--- config.mk ---
export PLATFORM = sky130hd
export DESIGN_NAME = extirq_ctrl
export DESIGN_NICKNAME = d
export VERILOG_FILES = /design/src/rtl/extirq_pkg.sv /design/src/rtl/extirq_sync.sv /design/src/rtl/extirq_filter.sv /design/src/rtl/extirq_chan.sv /design/src/rtl/extirq_ctrl.sv
export SDC_FILE = /design/constraint.sdc
export NUM_CORES = 1
export LEC_CHECK = 0
export BUFFER_PORTS_ARGS = -buffer_cell sky130_fd_sc_hd__buf_2
export CAP_MARGIN = 5
export CORE_ASPECT_RATIO = 0.7
export CORE_MARGIN = 5
export CORE_UTILIZATION = 58
export CTS_CLUSTER_SIZE = 28
export DETAILED_ROUTE_END_ITERATION = 16
export GPL_TIMING_DRIVEN = 0
export HOLD_SLACK_MARGIN = 0.03
export PLACE_DENSITY = 0.79
export SYNTH_ARGS = -nofsm -noshare
export SYNTH_HDL_FRONTEND = slang
export SYNTH_SLANG_ARGS = --single-unit
--- constraint.sdc ---
create_clock -name clk -period 3.8 [get_ports clk]
set_input_delay 0.19 -clock clk [delete_from_list [all_inputs] [get_ports clk]]
set_output_delay 0.19 -clock clk [all_outputs]
set_load 0.01 [all_outputs]
--- src/rtl/extirq_pkg.sv ---
package extirq_pkg;
  localparam int NUM_CH = 4;
  localparam int ADDR_W = 3;
  localparam int DATA_W = 8;
  localparam int MODE_W = 3;

  localparam logic [ADDR_W-1:0] ADDR_SEL_C = 3'd4;
  localparam logic [ADDR_W-1:0] ADDR_SEL_D = 3'd5;
  localparam logic [ADDR_W-1:0] ADDR_FLAGS = 3'd6;

  localparam logic [MODE_W-1:0] MODE_OFF  = 3'd0;
  localparam logic [MODE_W-1:0] MODE_RISE = 3'd1;
  localparam logic [MODE_W-1:0] MODE_FALL = 3'd2;
  localparam logic [MODE_W-1:0] MODE_BOTH = 3'd3;
  localparam logic [MODE_W-1:0] MODE_HIGH = 3'd4;
  localparam logic [MODE_W-1:0] MODE_LOW  = 3'd5;

  // a mode code that arms the channel
  function automatic logic mode_armed(input logic [MODE_W-1:0] m);
    return (m >= MODE_RISE) && (m <= MODE_LOW);
  endfunction

  // edge condition for the current and previous observed value
  function automatic logic edge_seen(input logic [MODE_W-1:0] m, input logic cur, input logic prv);
    case (m)
      MODE_RISE: return cur & ~prv;
      MODE_FALL: return ~cur & prv;
      MODE_BOTH: return cur ^ prv;
      default:   return 1'b0;
    endcase
  endfunction

  // level condition for the current observed value
  function automatic logic level_seen(input logic [MODE_W-1:0] m, input logic cur);
    case (m)
      MODE_HIGH: return cur;
      MODE_LOW:  return ~cur;
      default:   return 1'b0;
    endcase
  endfunction
endpackage

--- src/rtl/extirq_sync.sv ---
module extirq_sync #(
  parameter int W = 24
) (
  input  logic         clk,
  input  logic         rst_n,
  input  logic [W-1:0] din,
  output logic [W-1:0] dout
);
  logic [W-1:0] stage1_q;
  logic [W-1:0] stage2_q;

  always_ff @(posedge clk or negedge rst_n) begin
    if (!rst_n) begin
      stage1_q <= '0;
      stage2_q <= '0;
    end else begin
      stage1_q <= din;
      stage2_q <= stage1_q;
    end
  end

  assign dout = stage2_q;
endmodule

--- src/rtl/extirq_filter.sv ---
module extirq_filter #(
  parameter int HOLD_CYC = 90
) (
  input  logic clk,
  input  logic rst_n,
  input  logic din,
  output logic dout
);
  localparam int CNT_W = (HOLD_CYC < 2) ? 1 : $clog2(HOLD_CYC + 1);
  localparam logic [CNT_W-1:0] LAST = CNT_W'(HOLD_CYC - 1);

  logic [CNT_W-1:0] run_q;
  logic             val_q;

  always_ff @(posedge clk or negedge rst_n) begin
    if (!rst_n) begin
      run_q <= '0;
      val_q <= 1'b0;
    end else if (din == val_q) begin
      run_q <= '0;
    end else if (run_q == LAST) begin
      run_q <= '0;
      val_q <= din;
    end else begin
      run_q <= run_q + 1'b1;
    end
  end

  assign dout = val_q;
endmodule

--- src/rtl/extirq_chan.sv ---
module extirq_chan
  import extirq_pkg::*;
#(
  parameter int FILT_CYC = 90
) (
  input  logic              clk,
  input  logic              rst_n,
  input  logic              src,
  input  logic [MODE_W-1:0] mode,
  input  logic              filt_en,
  input  logic              clr,
  output logic              flag,
  output logic              irq,
  output logic              mode_ok,
  output logic              edge_evt,
  output logic              lvl_evt
);
  logic filt_val;
  logic cur;
  logic prev_q;
  logic flag_q;
  logic flag_d;

  extirq_filter #(.HOLD_CYC(FILT_CYC)) u_filt (
    .clk  (clk),
    .rst_n(rst_n),
    .din  (src),
    .dout (filt_val)
  );

  assign cur      = filt_en ? filt_val : src;
  assign mode_ok  = mode_armed(mode);
  assign edge_evt = edge_seen(mode, cur, prev_q);
  assign lvl_evt  = level_seen(mode, cur);

  // edges win over a clear; levels are masked for the clear cycle only
  assign flag_d = edge_evt | (~clr & (lvl_evt | flag_q));

  always_ff @(posedge clk or negedge rst_n) begin
    if (!rst_n) begin
      prev_q <= 1'b0;
      flag_q <= 1'b0;
    end else begin
      prev_q <= cur;
      flag_q <= flag_d;
    end
  end

  assign flag = flag_q;
  assign irq  = flag_q & mode_ok;
endmodule

--- src/rtl/extirq_ctrl.sv ---
module extirq_ctrl
  import extirq_pkg::*;
#(
  parameter int GPIO_W   = 24,
  parameter int SEL_W    = 5,
  parameter int FIX_A    = 4,
  parameter int FIX_B    = 5,
  parameter int FILT_CYC = 90
) (
  input  logic              clk,
  input  logic              rst_n,
  input  logic [GPIO_W-1:0] gpio_in,
  input  logic              wr_en,
  input  logic [ADDR_W-1:0] wr_addr,
  input  logic [DATA_W-1:0] wr_data,
  input  logic [ADDR_W-1:0] rd_addr,
  output logic [DATA_W-1:0] rd_data,
  output logic [NUM_CH-1:0] flags,
  output logic [NUM_CH-1:0] irq
);
  localparam int CFG_W = MODE_W + 1;

  logic [GPIO_W-1:0] gpio_s;
  logic [CFG_W-1:0]  cfg_q [NUM_CH];
  logic [SEL_W-1:0]  sel_c_q;
  logic [SEL_W-1:0]  sel_d_q;
  logic [NUM_CH-1:0] src;
  logic [NUM_CH-1:0] clr_vec;
  logic [NUM_CH-1:0] mode_ok;
  logic [NUM_CH-1:0] edge_evt;
  logic [NUM_CH-1:0] lvl_evt;

  function automatic logic pick(input logic [GPIO_W-1:0] v, input logic [SEL_W-1:0] k);
    return (32'(k) < GPIO_W) ? v[k] : 1'b0;
  endfunction

  extirq_sync #(.W(GPIO_W)) u_sync (
    .clk  (clk),
    .rst_n(rst_n),
    .din  (gpio_in),
    .dout (gpio_s)
  );

  always_ff @(posedge clk or negedge rst_n) begin
    if (!rst_n) begin
      for (int i = 0; i < NUM_CH; i++) cfg_q[i] <= '0;
      sel_c_q <= '0;
      sel_d_q <= '0;
    end else if (wr_en) begin
      for (int i = 0; i < NUM_CH; i++)
        if (wr_addr == ADDR_W'(i)) cfg_q[i] <= wr_data[CFG_W-1:0];
      if (wr_addr == ADDR_SEL_C) sel_c_q <= wr_data[SEL_W-1:0];
      if (wr_addr == ADDR_SEL_D) sel_d_q <= wr_data[SEL_W-1:0];
    end
  end

  assign clr_vec = (wr_en && wr_addr == ADDR_FLAGS) ? wr_data[NUM_CH-1:0] : '0;

  assign src[0] = gpio_s[FIX_A];
  assign src[1] = gpio_s[FIX_B];
  assign src[2] = pick(gpio_s, sel_c_q);
  assign src[3] = pick(gpio_s, sel_d_q);

  for (genvar c = 0; c < NUM_CH; c++) begin : g_ch
    extirq_chan #(.FILT_CYC(FILT_CYC)) u_chan (
      .clk     (clk),
      .rst_n   (rst_n),
      .src     (src[c]),
      .mode    (cfg_q[c][MODE_W-1:0]),
      .filt_en (cfg_q[c][MODE_W]),
      .clr     (clr_vec[c]),
      .flag    (flags[c]),
      .irq     (irq[c]),
      .mode_ok (mode_ok[c]),
      .edge_evt(edge_evt[c]),
      .lvl_evt (lvl_evt[c])
    );
  end

  always_comb begin
    rd_data = '0;
    case (rd_addr)
      3'd0, 3'd1, 3'd2, 3'd3: rd_data = DATA_W'(cfg_q[rd_addr[1:0]]);
      ADDR_SEL_C:             rd_data = DATA_W'(sel_c_q);
      ADDR_SEL_D:             rd_data = DATA_W'(sel_d_q);
      ADDR_FLAGS:             rd_data = DATA_W'(flags);
      default:                rd_data = '0;
    endcase
  end
endmodule

==> key figures <==
Cells and area
  – Share of cells above drive strength 1: 0.2514
  – Area growth from synthesis to layout: 24.35%
  – N_diodes: 0
  – Fin nets: 581
  – Fin util: 0.7481

Power and ir drop
  – Part of the power in registers: 0.394
  – Logic gate share of total power: 0.202
  – Pleak: 2.906 nW
  – Sw Share: 0.2952
  – Clk pwr share: 0.404
  – Cell Int Power: 2.707 mW
  – P_sw: 1.134 mW
  – Worst vdd ir: 0.3701 mV
  – Total power divided by cell area: 598.3 nW/um^2

Worst setup path
  – Most used cell, CP: mux2i_1
  – CP bufs+invs: 2
  – Critical Path RT: 4.09 ns
  – CP max stage delay: 0.54 ns
  – CP max stage cell: mux4_2
  – Startpoint types: flop
  – Crit. End Element: flop
  – Critical path type: reg2reg
  – CP delay by family, top: multiplexers
  – Max FO, Critical Path: 10
  – CP arrival: 3.28 ns
  – Worst path cell trace: buf_2 -> mux4_2 -> mux2i_1 -> o221ai_2 -> mux2i_1 -> inv_1 -> ha_1 -> nand2_1 -> o211ai_1 -> a21oi_1 -> a311o_1

STA
  – RSZ-0062 raised after global routing: false
  – Tcrit/Tclk final: 0.7880
  – Relative slew slack: 0.2339
  – Crit path time final: 2.994 ns
  – Hold Fails Final Rpt: 0
  – Setup TNS: 0 ns
  – Final setup violation count: 0
  – Worst Skew: 0.01042 ns
  – F_max: 334.0 MHz
  – Worst-Margin Slew: 1.139 ns
  – Fin Hold WS: 0.04534 ns
  – Slew Viols, Final: 0

Placement
  – HPWL Detailed: 7572 um
  – GP Congestion: 0.9200
  – Port Buf Inserts: 47

Synthesis
  – Synth Warn #: 0
  – Top-count cell post-synth: dfrtp_1
  – Post-synthesis sequential area ratio: 0.5525
  – Area contributors post-synth: dfrtp_1, mux2_2, mux2i_1
  – Synth Flop Type: dfrtp_1
  – Async S/R FF share, synth: 1.000
  – Synth cell count leaders: dfrtp_1, nor2_1, mux2_2, mux2i_1, nand2_1
  – Synthesized area: 5164 um^2
  – Area leader, netlist: dfrtp_1
  – Synth Register Bits: 114
  – Library cells used by synthesis: 43
  – Top-area cell type share of the netlist area: 0.5525
  – Mean Syn Cell Area: 12.01 um^2
  – Gate Count Post-Synth: 430
  – EDFF count, synth: 0

Floorplanning
  – Starting Density: 0.6016
  – Die H: 88.95 um
  – Die X: 122.8 um
  – Row count: 28
  – Core Region: 8583 um^2
  – Ports: 57
  – Die Area: 10,920 um^2

Clock network
  – Clock transition at the registers of the reported paths: 0.06 ns
  – Clk_lat worst skew: 0.41 ns
  – CTS tree: done
  – Setup bufs post-CTS: 0
  – Clk buf depth: 2
  – H-tree levels: 4
  – Num CTS Buffers: 17
  – CTS root buf: clkbuf_16
  – TritonCTS Sinks: 114

Route
  – DR pass1 iterations: 5
  – Final WL: 11,540 um
  – Vias per std cell: 5.498
  – DRC: 0
  – Drt initial violations: 360
  – DR WL/cell: 17.56 um
  – Routed via count: 3,612
  – Final antenna-violating net count: 0

Worst hold path
  – Worst min path class: in2reg

GRT
  – First-pass GRT wire length: 19,200 um
  – Number of global-route vias before repair: 3,795
  – Tot GR Track Use: 0.2355
  – Initial antenna violation count: 0
  – GR Overflow Total: 0
  – Pin count of the biggest net entering global routing: 63

Run
  – Max_cap viols: 0

Status
  – Status: finished, final reports clean
final cells by class:
cell class | count | area, um^2
inverter | 15 | 56.30
clock inverter | 14 | 155.1
clock buffer | 18 | 429.2
buffer | 20 | 123.9
tap | 120 | 150.1
timing repair buffer | 73 | 515.5
sequential | 114 | 2853
fill | 548 | 2162
multi-input combinational | 283 | 2138
state kept, by name, indices dropped and copies added (netlist names), 5 cells and up:
name                      count
sel_c_q                       5
cfg_q                        16
g_ch.u_chan.u_filt.run_q     28
u_sync.stage1_q              24
sel_d_q                       5
u_sync.dout                  24
cell usage in the layout, fill, tap and decap left out, drive strengths merged, types with 3 or more instances in the layout:
cell	count
nand2b	3
conb	3
xor2	16
clkinv	3
nand3	16
clkinvlp	5
nor3b	5
xnor2	12
dfrtp	114
nor2b	9
a21oi	16
mux2i	27
nand4	3
buf	63
inv	19
nor3	16
ha	16
nor2	43
mux2	31
dlygate4sd3	25
a22oi	4
clkbuf	23
mux4	8
nand2	27
o21ai	5
kinds of logic (layout without fill, tap and decap cells):
family | after synthesis | after routing | synth area share
AOI/OAI and AO/OA | 37 | 37 | 0.04628
xor gates and xnor gates | 28 | 28 | 0.04895
adders and majority gates | 16 | 16 | 0.03877
buffers and inverters | 35 | 140 | 0.03489
DFF | 114 | 114 | 0.5525
muxes | 66 | 66 | 0.1548
other | 1 | 3 | 0.0007262
and+or+nand+nor | 133 | 133 | 0.1231
per-stage QoR:
stage          instances  instance area, um^2  setup WS [ns]  power, mW
4_1_cts              657                 6421         0.8025      3.852
3_5_place_dp         600                 5587         0.8504      2.273
2_1_floorplan        432                 5171          1.314      2.014
3_3_place_gp         599                 5557         0.9846      2.224
6_report             657                 6421         0.8057      3.841
5_1_grt              657                 6421         0.5810      4.021
routing by layer:
layer	vias to the layer above	GRT usage	routed length (um)	part of all wire
met5	-	0	0	0
met4	0	0.09858	149	0.013
li1	1678	-	-	-
met1	1784	0.3224	4827	0.42
met2	136	0.3639	5466	0.47
met3	14	0.06072	1094	0.095
path summary, 6_finish.rpt:
check	start	slack, ns	end	depth (start not counted)
hold reg to reg	u_sync.stage1_q[3]	0.35	u_sync.dout[3]	0
min in group asynchronous	rst_n	0.42	u_sync.stage1_q[21]	2
setup / recovery	sel_c_q[1]	0.81	g_ch[2].u_chan.flag	11
max in group asynchronous	rst_n	2.65	g_ch[2].u_chan.u_filt.run_q[2]	3
setup reg to reg	sel_c_q[1]	0.81	g_ch[2].u_chan.flag	11
hold / removal	wr_data[4]	0.05	sel_c_q[4]	2
worst reg2reg max path, stage by stage (launching register included):
cell	delay [ns]
dfrtp_1	0.31
buf_2	0.30
mux4_2	0.55
mux2i_1	0.31
o221ai_2	0.25
mux2i_1	0.25
inv_1	0.09
ha_1	0.28
nand2_1	0.05
o211ai_1	0.12
a21oi_1	0.10
a311o_1	0.27
repair_timing:
item / CTS / global route
gates resized for setup: 0 / 0
hold buffers: 25 / 0
setup endpoints to repair: 0 / 0
hold endpoints to repair: 85 / 0
power by group through the flow:
| stage | clock network (mW) | logic [mW] | registers, mW |
|---|---|---|---|
| 6_report | 1.55 | 0.775 | 1.52 |
| 3_3_place_gp | 0 | 0.706 | 1.52 |
| 5_1_grt | 1.63 | 0.858 | 1.54 |
| 3_5_place_dp | 0 | 0.744 | 1.53 |
| 4_1_cts | 1.56 | 0.777 | 1.51 |
| 2_1_floorplan | 0 | 0.539 | 1.47 |
No activity file was read; power rests on OpenSTA's default activity.
